[config.mk]
export PLATFORM = sky130hd
export DESIGN_NAME = adc_seq_ctrl
export DESIGN_NICKNAME = d
export VERILOG_FILES = /design/src/rtl/adc_seq_pkg.sv /design/src/rtl/adc_sar_core.sv /design/src/rtl/adc_res_fmt.sv /design/src/rtl/adc_seq_ctrl.sv
export SDC_FILE = /design/constraint.sdc
export NUM_CORES = 1
export LEC_CHECK = 0
export ABC_AREA = 1
export BUFFER_PORTS_ARGS = -buffer_cell sky130_fd_sc_hd__buf_2
export CAP_MARGIN = 20
export CORE_UTILIZATION = 54
export CTS_BUF_LIST = sky130_fd_sc_hd__clkbuf_4
export CTS_CLUSTER_SIZE = 24
export DETAILED_ROUTE_END_ITERATION = 8
export GPL_TIMING_DRIVEN = 0
export PLACE_DENSITY = 0.82
export RECOVER_POWER = 100
export SLEW_MARGIN = 40
export SYNTH_ARGS = -nofsm -noshare
export SYNTH_HDL_FRONTEND = slang
export SYNTH_SLANG_ARGS = --single-unit
[constraint.sdc]
create_clock -name clk -period 1.7 [get_ports clk]
set_clock_uncertainty 0.2 [all_clocks]
set_input_delay 0.255 -clock clk [delete_from_list [all_inputs] [get_ports clk]]
set_output_delay 0.255 -clock clk [all_outputs]
set_load 0.01 [all_outputs]
[src/rtl/adc_seq_pkg.sv]
package adc_seq_pkg;
    typedef enum logic [1:0] {
        S_IDLE  = 2'd0,
        S_DELAY = 2'd1,
        S_CONV  = 2'd2
    } conv_state_e;

    localparam int REG_W = 8;
endpackage

[src/rtl/adc_sar_core.sv]
module adc_sar_core #(
    parameter int RES_W = 10
) (
    input  logic             clk,
    input  logic             rst_n,
    input  logic             load,
    input  logic             step,
    input  logic             cmp_in,
    output logic [RES_W-1:0] trial,
    output logic [RES_W-1:0] res_nx,
    output logic             last
);
    localparam int IDX_W = $clog2(RES_W);

    logic [RES_W-1:0] acc_q;
    logic [IDX_W-1:0] idx_q;
    logic [RES_W-1:0] bit_m;

    assign bit_m  = {{(RES_W-1){1'b0}}, 1'b1} << idx_q;
    assign trial  = acc_q | bit_m;
    assign res_nx = cmp_in ? trial : acc_q;
    assign last   = (idx_q == '0);

    always_ff @(posedge clk or negedge rst_n) begin
        if (!rst_n) begin
            acc_q <= '0;
            idx_q <= '0;
        end else if (load) begin
            acc_q <= '0;
            idx_q <= IDX_W'(RES_W - 1);
        end else if (step) begin
            acc_q <= res_nx;
            if (!last) idx_q <= idx_q - 1'b1;
        end
    end
endmodule

[src/rtl/adc_res_fmt.sv]
module adc_res_fmt #(
    parameter int RES_W = 10,
    parameter int REG_W = 8
) (
    input  logic [RES_W-1:0] res,
    input  logic             right,
    output logic [REG_W-1:0] hi,
    output logic [REG_W-1:0] lo
);
    localparam int HI_W   = RES_W - REG_W;
    localparam int LO_PAD = 2 * REG_W - RES_W;

    logic [REG_W-1:0] l_hi, l_lo, r_hi, r_lo;

    assign l_hi = res[RES_W-1 -: REG_W];
    assign l_lo = {res[HI_W-1:0], {LO_PAD{1'b0}}};
    assign r_hi = {{LO_PAD{1'b0}}, res[RES_W-1:REG_W]};
    assign r_lo = res[REG_W-1:0];

    assign hi = right ? r_hi : l_hi;
    assign lo = right ? r_lo : l_lo;
endmodule

[src/rtl/adc_seq_ctrl.sv]
module adc_seq_ctrl
    import adc_seq_pkg::*;
#(
    parameter int RES_W    = 10,
    parameter int RC_DELAY = 4
) (
    input  logic             clk,
    input  logic             rst_n,
    input  logic             wr_en,
    input  logic             wr_addr,
    input  logic [7:0]       wr_data,
    input  logic             clk_is_rc,
    input  logic             sleep_req,
    input  logic             irq_en,
    input  logic             trig,
    input  logic             cmp_in,
    output logic [7:0]       ctrl_rd,
    output logic [7:0]       res_hi,
    output logic [7:0]       res_lo,
    output logic             done_flag,
    output logic [RES_W-1:0] dac_code,
    output logic [1:0]       chan_sel,
    output logic             ref_ext,
    output logic             conv_on,
    output logic             timer_clr,
    output logic             wake
);
    localparam int DLY_W = $clog2(RC_DELAY + 1);

    conv_state_e state_q, state_nx;

    logic             en_q, fmt_q, ref_q, shut_q;
    logic [1:0]       chs_q;
    logic [DLY_W-1:0] cnt_q;
    logic [RES_W-1:0] res_q;
    logic             flag_q, tclr_q, wake_q;

    logic wr_ctrl, wr_clr, busy;
    logic start_sw, start_hw, start, sleep_abort, abort;
    logic load, step, complete, last;
    logic [RES_W-1:0] trial, res_nx;

    assign wr_ctrl     = wr_en && !wr_addr;
    assign wr_clr      = wr_en && wr_addr;
    assign busy        = (state_q != S_IDLE);
    assign start_sw    = wr_ctrl && wr_data[1] && wr_data[0];
    assign start_hw    = trig && en_q && !shut_q;
    assign start       = (state_q == S_IDLE) && (start_sw || start_hw);
    assign sleep_abort = busy && sleep_req && !clk_is_rc;
    assign abort       = busy && (!en_q || sleep_abort);
    assign step        = (state_q == S_CONV) && !abort;
    assign complete    = step && last;
    assign load        = (start && !clk_is_rc) ||
                         ((state_q == S_DELAY) && !abort && (cnt_q == '0));

    // next-state logic
    always_comb begin
        state_nx = state_q;
        unique case (state_q)
            S_IDLE:  if (start) state_nx = clk_is_rc ? S_DELAY : S_CONV;
            S_DELAY: if (abort) state_nx = S_IDLE;
                     else if (cnt_q == '0) state_nx = S_CONV;
            S_CONV:  if (abort || last) state_nx = S_IDLE;
            default: state_nx = S_IDLE;
        endcase
    end

    // state register
    always_ff @(posedge clk or negedge rst_n) begin
        if (!rst_n) state_q <= S_IDLE;
        else        state_q <= state_nx;
    end

    // registers and outputs
    always_ff @(posedge clk or negedge rst_n) begin
        if (!rst_n) begin
            en_q   <= 1'b0;
            fmt_q  <= 1'b0;
            ref_q  <= 1'b0;
            chs_q  <= '0;
            shut_q <= 1'b0;
            cnt_q  <= '0;
            res_q  <= '0;
            flag_q <= 1'b0;
            tclr_q <= 1'b0;
            wake_q <= 1'b0;
        end else begin
            if (wr_ctrl) begin
                fmt_q <= wr_data[7];
                ref_q <= wr_data[6];
                chs_q <= wr_data[3:2];
                en_q  <= wr_data[0];
            end
            if (sleep_abort || (complete && sleep_req && clk_is_rc && !irq_en))
                shut_q <= 1'b1;
            else if (wr_ctrl)
                shut_q <= 1'b0;
            if (start)
                cnt_q <= DLY_W'(RC_DELAY - 1);
            else if (state_q == S_DELAY && cnt_q != '0)
                cnt_q <= cnt_q - 1'b1;
            if (complete) res_q <= res_nx;
            if (complete)    flag_q <= 1'b1;
            else if (wr_clr) flag_q <= 1'b0;
            tclr_q <= start_hw;
            wake_q <= complete && irq_en && sleep_req;
        end
    end

    adc_sar_core #(.RES_W(RES_W)) u_sar (
        .clk    (clk),
        .rst_n  (rst_n),
        .load   (load),
        .step   (step),
        .cmp_in (cmp_in),
        .trial  (trial),
        .res_nx (res_nx),
        .last   (last)
    );

    adc_res_fmt #(.RES_W(RES_W), .REG_W(REG_W)) u_fmt (
        .res   (res_q),
        .right (fmt_q),
        .hi    (res_hi),
        .lo    (res_lo)
    );

    assign ctrl_rd   = {fmt_q, ref_q, 2'b00, chs_q, busy, en_q};
    assign done_flag = flag_q;
    assign dac_code  = (state_q == S_CONV) ? trial : '0;
    assign chan_sel  = chs_q;
    assign ref_ext   = ref_q;
    assign conv_on   = en_q && !shut_q;
    assign timer_clr = tclr_q;
    assign wake      = wake_q;
endmodule

Yosys cells after proc, flatten, opt, wreduce, memory -nomap -nowiden
Cells that the tools add are included.
{"block": "totals", "ff_bits": 38, "inputBits": 17, "output_inout_bits": 41, "word_cells": 88}
{"block": "classes", "n_addsub": 2, "eq_ne": 6, "shift": 1, "muxes": 21, "bitwise_logic": 1, "n_reduce_logical": 44}
{"op": "$mux 10", "count": 4}
{"op": "$logic_and 1x1->1", "count": 22}
{"op": "$mux 8", "count": 2}
{"op": "$mux 4", "count": 3}
{"op": "$mux 2", "count": 5}
{"op": "$or 10x10->10", "count": 1}
{"op": "$reduce_bool 2->1", "count": 5}
{"op": "$shl 1x4->10 const A", "count": 1}
{"op": "$logic_not 1->1", "count": 6}
{"op": "$mux 3", "count": 2}
{"op": "$pmux 2 s3", "count": 1}
{"op": "$logic_or 1x1->1", "count": 5}
{"op": "$logic_not 4->1", "count": 1}
{"op": "$mux 1", "count": 4}
{"op": "$ne 2x2->1 const B", "count": 2}
{"op": "$sub 4x1->4 const B", "count": 1}
{"op": "$logic_not 3->1", "count": 1}
{"op": "$ne 3x2->1 const B", "count": 1}
{"op": "$reduce_and 3->1", "count": 1}
{"op": "$reduce_bool 3->1", "count": 1}
{"op": "$sub 3x1->3 const B", "count": 1}
{"op": "$eq 2x1->1 const B", "count": 1}
{"op": "$eq 2x2->1 const B", "count": 1}
{"op": "$logic_not 2->1", "count": 1}
{"op": "other kinds (2)", "count": 2}

Depth between registers and ports, before layout
Gate-level depths: netlist of run 1.
{"block": "logic_depth", "ltp_word": 13, "ltp_mapped": 9, "mapped_depth_nobuf": 9}

Modules after synthesis
A second synthesis of run 1 with hierarchy kept.
{"block": "unflattened", "hier_cells": 324, "area_unflattened_um2": 2367.3}
{"mod": "adc_seq_ctrl", "n_inst": 1, "cells_per_inst": 162, "area_per_inst_um2": 1253.7}
{"mod": "adc_sar_core", "n_inst": 1, "cells_per_inst": 123, "area_per_inst_um2": 948.4}
{"mod": "adc_res_fmt", "n_inst": 1, "cells_per_inst": 39, "area_per_inst_um2": 165.2}

Worst setup path before layout of run 1
No wires, ideal clock.
{"block": "synth_timing", "kind": "reg-to-output", "start": "reg u_sar.idx_q[0]", "end": "out dac_code[8]", "arrival_ns": 1.101, "required_time_ns": 1.245, "setup_slack_ns": 0.144, "path_stages_with_launch": 5, "path_buffers": 0, "path_cell_list": "dfrtp_1 > inv_1 > ha_1 > nand3_1 > a21oi_1"}
{"block": "synth_between", "elab_chain_cells": 3}
{"item": "start: declaration", "line": "adc_sar_core.sv:16", "rtl": "logic [IDX_W-1:0] idx_q;"}
{"item": "start signal: assignment", "line": "adc_sar_core.sv:30", "rtl": "idx_q <= IDX_W'(RES_W - 1);"}
{"item": "start signal: assignment", "line": "adc_sar_core.sv:33", "rtl": "if (!last) idx_q <= idx_q - 1'b1;"}
{"item": "$shl 1x4->10", "line": "adc_sar_core.sv:19", "rtl": "assign bit_m = {{(RES_W-1){1'b0}}, 1'b1} << idx_q;"}
{"item": "$or 10x10->10", "line": "adc_sar_core.sv:20", "rtl": "assign trial = acc_q | bit_m;"}
{"item": "$mux 10", "line": "adc_seq_ctrl.sv:130", "rtl": "assign dac_code = (state_q == S_CONV) ? trial : '0;"}
{"item": "end: declaration", "line": "adc_seq_ctrl.sv:21", "rtl": "output logic [RES_W-1:0] dac_code,"}
No other way between the ends.

Worst setup path in the final report of run 1
{"block": "layout_timing", "start": "reg u_sar.idx_q[0]", "end": "out dac_code[4]"}
The elaborated chain is that of the path after synthesis.

==> results of run 1 <==
==> power by group <==
part	switching (W)	internal, W	total (W)
Clock	0.000321	0.000453	0.000773
Combinational	0.000857	0.000698	0.00155
Sequential	0.000161	0.00106	0.00122
==> worst paths after layout <==
path	start	end	slack [ns]	cells past startpoint
worst min-delay path	wr_en	chan_sel[0]	0.11	4
worst max-delay path	u_sar.idx_q[0]	dac_code[4]	-0.30	5
worst max register to register	u_sar.idx_q[0]	res_q[2]	-0.09	9
worst min register to register	done_flag	done_flag	0.31	2
min in group asynchronous	rst_n	u_sar.idx_q[0]	0.33	2
max in group asynchronous	rst_n	fmt_q	0.35	2
==> cell type report <==
cell class | count | area share [%]
Buffer | 12 | 3.64
Clock buffer | 5 | 1.18
Clock inverter | 3 | 2.00
Inverter | 49 | 5.92
Multi-Input combinational cell | 173 | 35.2
Sequential cell | 38 | 30.0
Tap cell | 48 | 1.88
Timing Repair Buffer | 86 | 20.2
==> worst min-delay path, cell delays in order <==
cell	delay, ns
buf_2	0.10
nand2_1	0.15
nand2_1	0.10
nand2_1	0.05
==> cell usage in the layout, fill, tap and decap left out, drive strengths merged <==
| cell | netlist | final |
|---|---|---|
| bufinv | 0 | 2 |
| a21oi | 14 | 14 |
| ha | 7 | 7 |
| o21a | 1 | 1 |
| xnor2 | 1 | 1 |
| dlygate4sd3 | 0 | 13 |
| dfrtp | 38 | 38 |
| inv | 49 | 49 |
| clkbuf | 2 | 18 |
| nand4 | 4 | 4 |
| nand3 | 8 | 8 |
| nand2 | 73 | 73 |
| conb | 1 | 2 |
| buf | 12 | 72 |
| nor2 | 30 | 30 |
| clkinv | 0 | 1 |
| o21ai | 32 | 32 |
| o22ai | 1 | 1 |
==> state kept, by name, indices dropped and copies added (netlist names), 2 cells and up <==
signal and cells:
u_sar.acc_q 10, res_q 10, chan_sel 2, u_sar.idx_q 4
state_q 2, cnt_q 3
==> layer usage <==
| layer | track usage [%] | part of all wire [%] | routed length [um] |
|---|---|---|---|
| met1 | 32.1 | 35 | 2420 |
| met2 | 50.9 | 53 | 3650 |
| met3 | 7.92 | 7.7 | 528 |
| met4 | 13.1 | 3.3 | 223 |
| met5 | 0 | 0 | 0 |
==> through the flow <==
step	setup slack (ns)	instance area (um^2)	hold slack, ns	utilization, %
2_1_floorplan	0.144	2110	-0.241	-
3_3_place_gp	-0.00501	2440	0.194	66.0
3_5_place_dp	-0.0304	2440	0.188	66.0
4_1_cts	-0.215	2850	0.0956	77.3
5_1_grt	-0.353	3190	0.136	86.6
6_report	-0.299	3190	0.111	86.6
==> cell families (layout without fill, tap and decap cells) <==
| family | after synthesis | count (layout) | share of synthesized area (%) |
|---|---|---|---|
| AOI/OAI and AO/OA | 48 | 48 | 11.9 |
| xor gates and xnor gates | 1 | 1 | 0.416 |
| adders and majority gates | 7 | 7 | 4.16 |
| buffers and inverters | 63 | 155 | 13.5 |
| DFF | 38 | 38 | 45.1 |
| other | 1 | 2 | 0.178 |
| and+or+nand+nor | 115 | 115 | 24.6 |
==> timing repair <==
action / 4_1_cts / 5_1_grt
pin swaps: 7 / 21
endpoints found under the setup margin: 35 / 46
gates cloned: 1 / 2
gates resized for setup: 32 / 80
hold endpoints to repair: 50 / 0
buffers inserted: 9 / 8
hold buffers: 13 / 0
==> impl_metrics.tcl, run 1 <==
set metrics [dict create \
    grt_max_degree 39 \
    via_per_inst 5.53 \
    drive_gt1_share_pct 42.9 \
    die_area_mm2 0.00416 \
    synth_ff_type "dfrtp_1" \
    core.rowCount 22 \
    cts.sink_count 38 \
    antenna_found_initial 0 \
    power_w 0.00355 \
    fin_crit_sh_pct 118 \
    regArea_um2 957 \
    critPathBufInv 2 \
    grt_setup_unrepaired "yes" \
    slew_headroom_pct 39.7 \
    n_antenna_cell 0 \
    worst_ir_drop_vdd_uv 1160 \
    cpMaxStageDelayCell "dfrtp_1" \
    worstPathMaxFanout 3 \
    drc 0 \
    drv_cap 0 \
    dp_cells 375 \
    clockBufferDepth 2 \
    ys_ff_latch 38 \
    finalHoldViolCount 0 \
    syn_to_final_growth_pct 51.5 \
    avgSynthCellArea_um2 7.72 \
    die_height_um 64.5 \
    dp_hpwl_mm 3.20 \
    finalWorstSetupSlack_ns -0.299 \
    ys_warn_count 0 \
    portBuffers 53 \
    p_per_area_mw_per_mm2 1110 \
    cts_buffers 5 \
    wl_per_cell_um 16.5 \
    drt_wl_total_mm 6.82 \
    insertion_delay_ns 0.38 \
    synth-edff-count 0 \
    max_freq_mhz 500 \
    die_w_um 64.5 \
    synth_common_cells "nand2_1 (68), inv_1 (43), dfrtp_1 (38)" \
    track_usage_pct 28.8 \
    end_kind "output pin" \
    hold_class "in -> reg" \
    synthTopCellsByArea "dfrtp_1 (45%), nand2_1 (12%), inv_1 (7.7%)" \
    vias 2290 \
    netlist_area_mm2 0.00211 \
    fin_nets 389 \
    crit_path_max_incr_delay_ns 0.44 \
    synth_top_cell_by_area "dfrtp_1" \
    setup_tns_ns -3.70 \
    dr.pass1.iters 5 \
    fin_crit_ns 2.00 \
    synth_top_area_share_pct 45.1 \
    grt_pass1_vias 2059 \
    violations "setup timing" \
    grt_overflow 0 \
    instances_no_fill 414 \
    setup_violations 40 \
    multi_input_area_mm2 0.00112 \
    cp-start-kind "flop" \
    drtIter0Drc 245 \
    gp_congestion 0.884 \
    drtAntennaViolNets 0 \
    initial_core_util_pct 57.1 \
    outcome "finished, violations left" \
    crit_required_ns 1.24 \
    top_level_ports 58 \
    critPathKind "reg -> out" \
    path_delay_family "flip-flops" \
    maxSlewViolCount 0 \
    cts_tree "yes" \
    cts-root-buf "clkbuf_4" \
    worst_pin_slew_ns 0.905 \
    synth.most_common_cell "nand2_1" \
    fp.coreArea_mm2 0.00369 \
    grt_first_pass_wirelength_mm 9.03 \
    htreeDepth 2 \
    final.fill_count 190 \
    clk_pin_slew_worst_paths_ns 0.12 \
    worstPathCellList "inv_2 -> ha_4 -> nand2_2 -> a21oi_2 -> buf_2" \
    p_leak_nw 1.64 \
    async_flop_share_pct 100 \
    yosysUniqueCellTypes 26 \
    yosysSeqAreaShare_pct 45.1 \
    critPathArrivalTime_ns 1.54 \
    synthCells 273 \
]
Power figures use the tool's default switching activity.
==> inputs of run 2 (changes only) <==
CORE_UTILIZATION = 58   (was 54)
CTS_BUF_LIST = sky130_fd_sc_hd__clkbuf_8   (was sky130_fd_sc_hd__clkbuf_4)
PLACE_DENSITY = 0.87   (was 0.82)
clock period = 2.4 ns   (was 1.7 ns; I/O delays follow)
==> run 2 against run 1 <==
The run now ends clean. Count of clock-buffer cells in the layout up 1. Setup slack better by 0.52 ns. Combinational power down 62%. Non-clock buffer count down 30. Utilization down 15 points. Critical path depth unchanged. Final area down 23%. Die area down 6.7%. First-iteration DRC count down 69%. Hold slack worse by 0.042 ns. Wire length down 39%. Via count down 18%. Largest power group is now sequential cells. Highest routed layer unchanged.
==> impl_metrics.tcl, run 2 (synthesis gave the netlist of run 1 again) <==
set metrics [dict create \
    outcome "complete, no violations" \
    critPathKind "reg -> out" \
    via_per_inst 4.91 \
    multi_input_area_um2 846 \
    max_freq_mhz 459 \
    dp_hpwl_mm 3.12 \
    top_level_ports 58 \
    cts-root-buf "clkbuf_8" \
    instances_no_fill 382 \
    hold_class "in -> reg" \
    end_kind "output pin" \
    setup_violations 0 \
    clk_pin_slew_worst_paths_ns 0.07 \
    p_per_area_mw_per_mm2 758 \
    rrSetupSlack_ns 0.31 \
    insertion_delay_ns 0.29 \
    htreeDepth 2 \
    wl_per_cell_um 10.9 \
    met1_length_mm 1.91 \
    dpl_worst_slack_ns 0.565 \
    final_area_mm2 0.00245 \
    track_usage_pct 24.2 \
    gp_congestion 0.831 \
    maxSlewViolCount 0 \
    drtAntennaViolNets 0 \
    maxUsedRoutingLayer "met4" \
    worstPathMaxFanout 6 \
    setup_tns_ns 0 \
    vias 1875 \
    met3_length_um 213 \
    fp.coreArea_mm2 0.00342 \
    cts.sink_count 38 \
    final_common_cell "nand2_1" \
    dr.pass1.iters 5 \
    critPathArrivalTime_ns 1.62 \
    timing.hold.ws_ns 0.0683 \
    drtIter0Drc 75 \
    core.rowCount 21 \
    placed_area_mm2 0.00243 \
    worst_ir_drop_vdd_uv 596 \
    syn_to_final_growth_pct 16.1 \
    n_antenna_cell 0 \
    fin_crit_ns 2.18 \
    cts_tree "yes" \
    drive_gt1_share_pct 13.7 \
    antenna_found_initial 0 \
    reg.largest.list "res_q: 10 flops, u_sar.acc_q: 10 flops, u_sar.idx_q: 4 flops" \
    fin_crit_sh_pct 90.8 \
    clockBufferDepth 2 \
    drc 0 \
    cp-start-kind "flop" \
    crit_required_ns 1.84 \
    die_height_um 62.3 \
    finalWorstSetupSlack_ns 0.221 \
    cts_buffers 5 \
    grt_setup_unrepaired "no" \
    grt_pass1_vias 1820 \
    grt_first_pass_wirelength_mm 7.40 \
    final_cell_mix "nand2_1 (69), inv_1 (47), clkbuf_1 (41)" \
    fin_nets 359 \
    drt_wl_total_mm 4.16 \
    slew_headroom_pct 38.5 \
    die_area_mm2 0.00388 \
    drv_cap 0 \
    regArea_um2 951 \
    wl_met2_mm 1.96 \
    portBuffers 53 \
    p_leak_nw 1.31 \
    initial_core_util_pct 61.7 \
    dp_cells 373 \
    finalHoldViolCount 0 \
    grt_overflow 0 \
    worst_pin_slew_ns 0.922 \
    die_w_um 62.3 \
    cts_setup_buffers 0 \
    grt_max_degree 39 \
    final.fill_count 304 \
]
-- run 2: changes by cell type in the layout (fill, tap and decap cells not counted), sizes merged --
| cell | delta |
|---|---|
| clkbuf | +32 |
| clkinv | +1 |
| bufinv | -2 |
| buf | -49 |
| dlygate4sd3 | -12 |
-- run 2: worst paths after layout --
check,from,to,cells after the start
max,u_sar.idx_q[0],dac_code[8],5
min,wr_data[7],fmt_q,3
max reg2reg,u_sar.idx_q[0],res_q[2],8
min reg2reg,cnt_q[0],cnt_q[0],2
max in group asynchronous,rst_n,res_q[9],2
min in group asynchronous,rst_n,cnt_q[1],2
-- run 2: report_power, final --
| group | switching, W | internal [W] | leakage, nW |
|---|---|---|---|
| sequential | 0.0000853 | 0.000747 | 0.465 |
| combinational | 0.000374 | 0.000208 | 0.790 |
| clock | 0.000213 | 0.000227 | 0.0524 |
| total | 0.000673 | 0.00118 | 1.31 |
-- run 2: area by class of cell --
type / instances / share of cell area (%)
clock buffer: 6 / 3.38
inverter: 49 / 7.52
timing repair buffer: 54 / 9.41
multi-input combinational: 173 / 34.6
sequential: 38 / 38.9
clock inverter: 2 / 0.358
buffer: 14 / 3.53
tap: 46 / 2.35
-- run 2: timing repair --
| item | 4_1_cts | 5_1_grt |
|---|---|---|
| hold endpoints to repair | 38 | 0 |
| resized for setup | 0 | 0 |
| hold buffers | 1 | 0 |
-- run 2: worst max-delay path, cell delays in order, from the launching register on --
cell and delay (ns):
dfrtp_1 0.42, inv_1 0.19, ha_1 0.27, nand3_1 0.12, a21oi_1 0.16, clkbuf_1 0.17
-- run 2: per-layer routing --
metal | GRT usage [%] | vias to the layer above
met4 | 7.85 | 0
met5 | 0 | -
li1 | - | 953
met2 | 41.5 | 50
met3 | 5.51 | 10
met1 | 30.1 | 862
-- run 2: per-stage QoR --
stage | power (W) | util, %
2_1_floorplan | 0.00128 | -
3_3_place_gp | 0.00144 | 71.2
3_5_place_dp | 0.00146 | 71.2
4_1_cts | 0.00191 | 74.2
5_1_grt | 0.00200 | 71.6
6_report | 0.00185 | 71.6
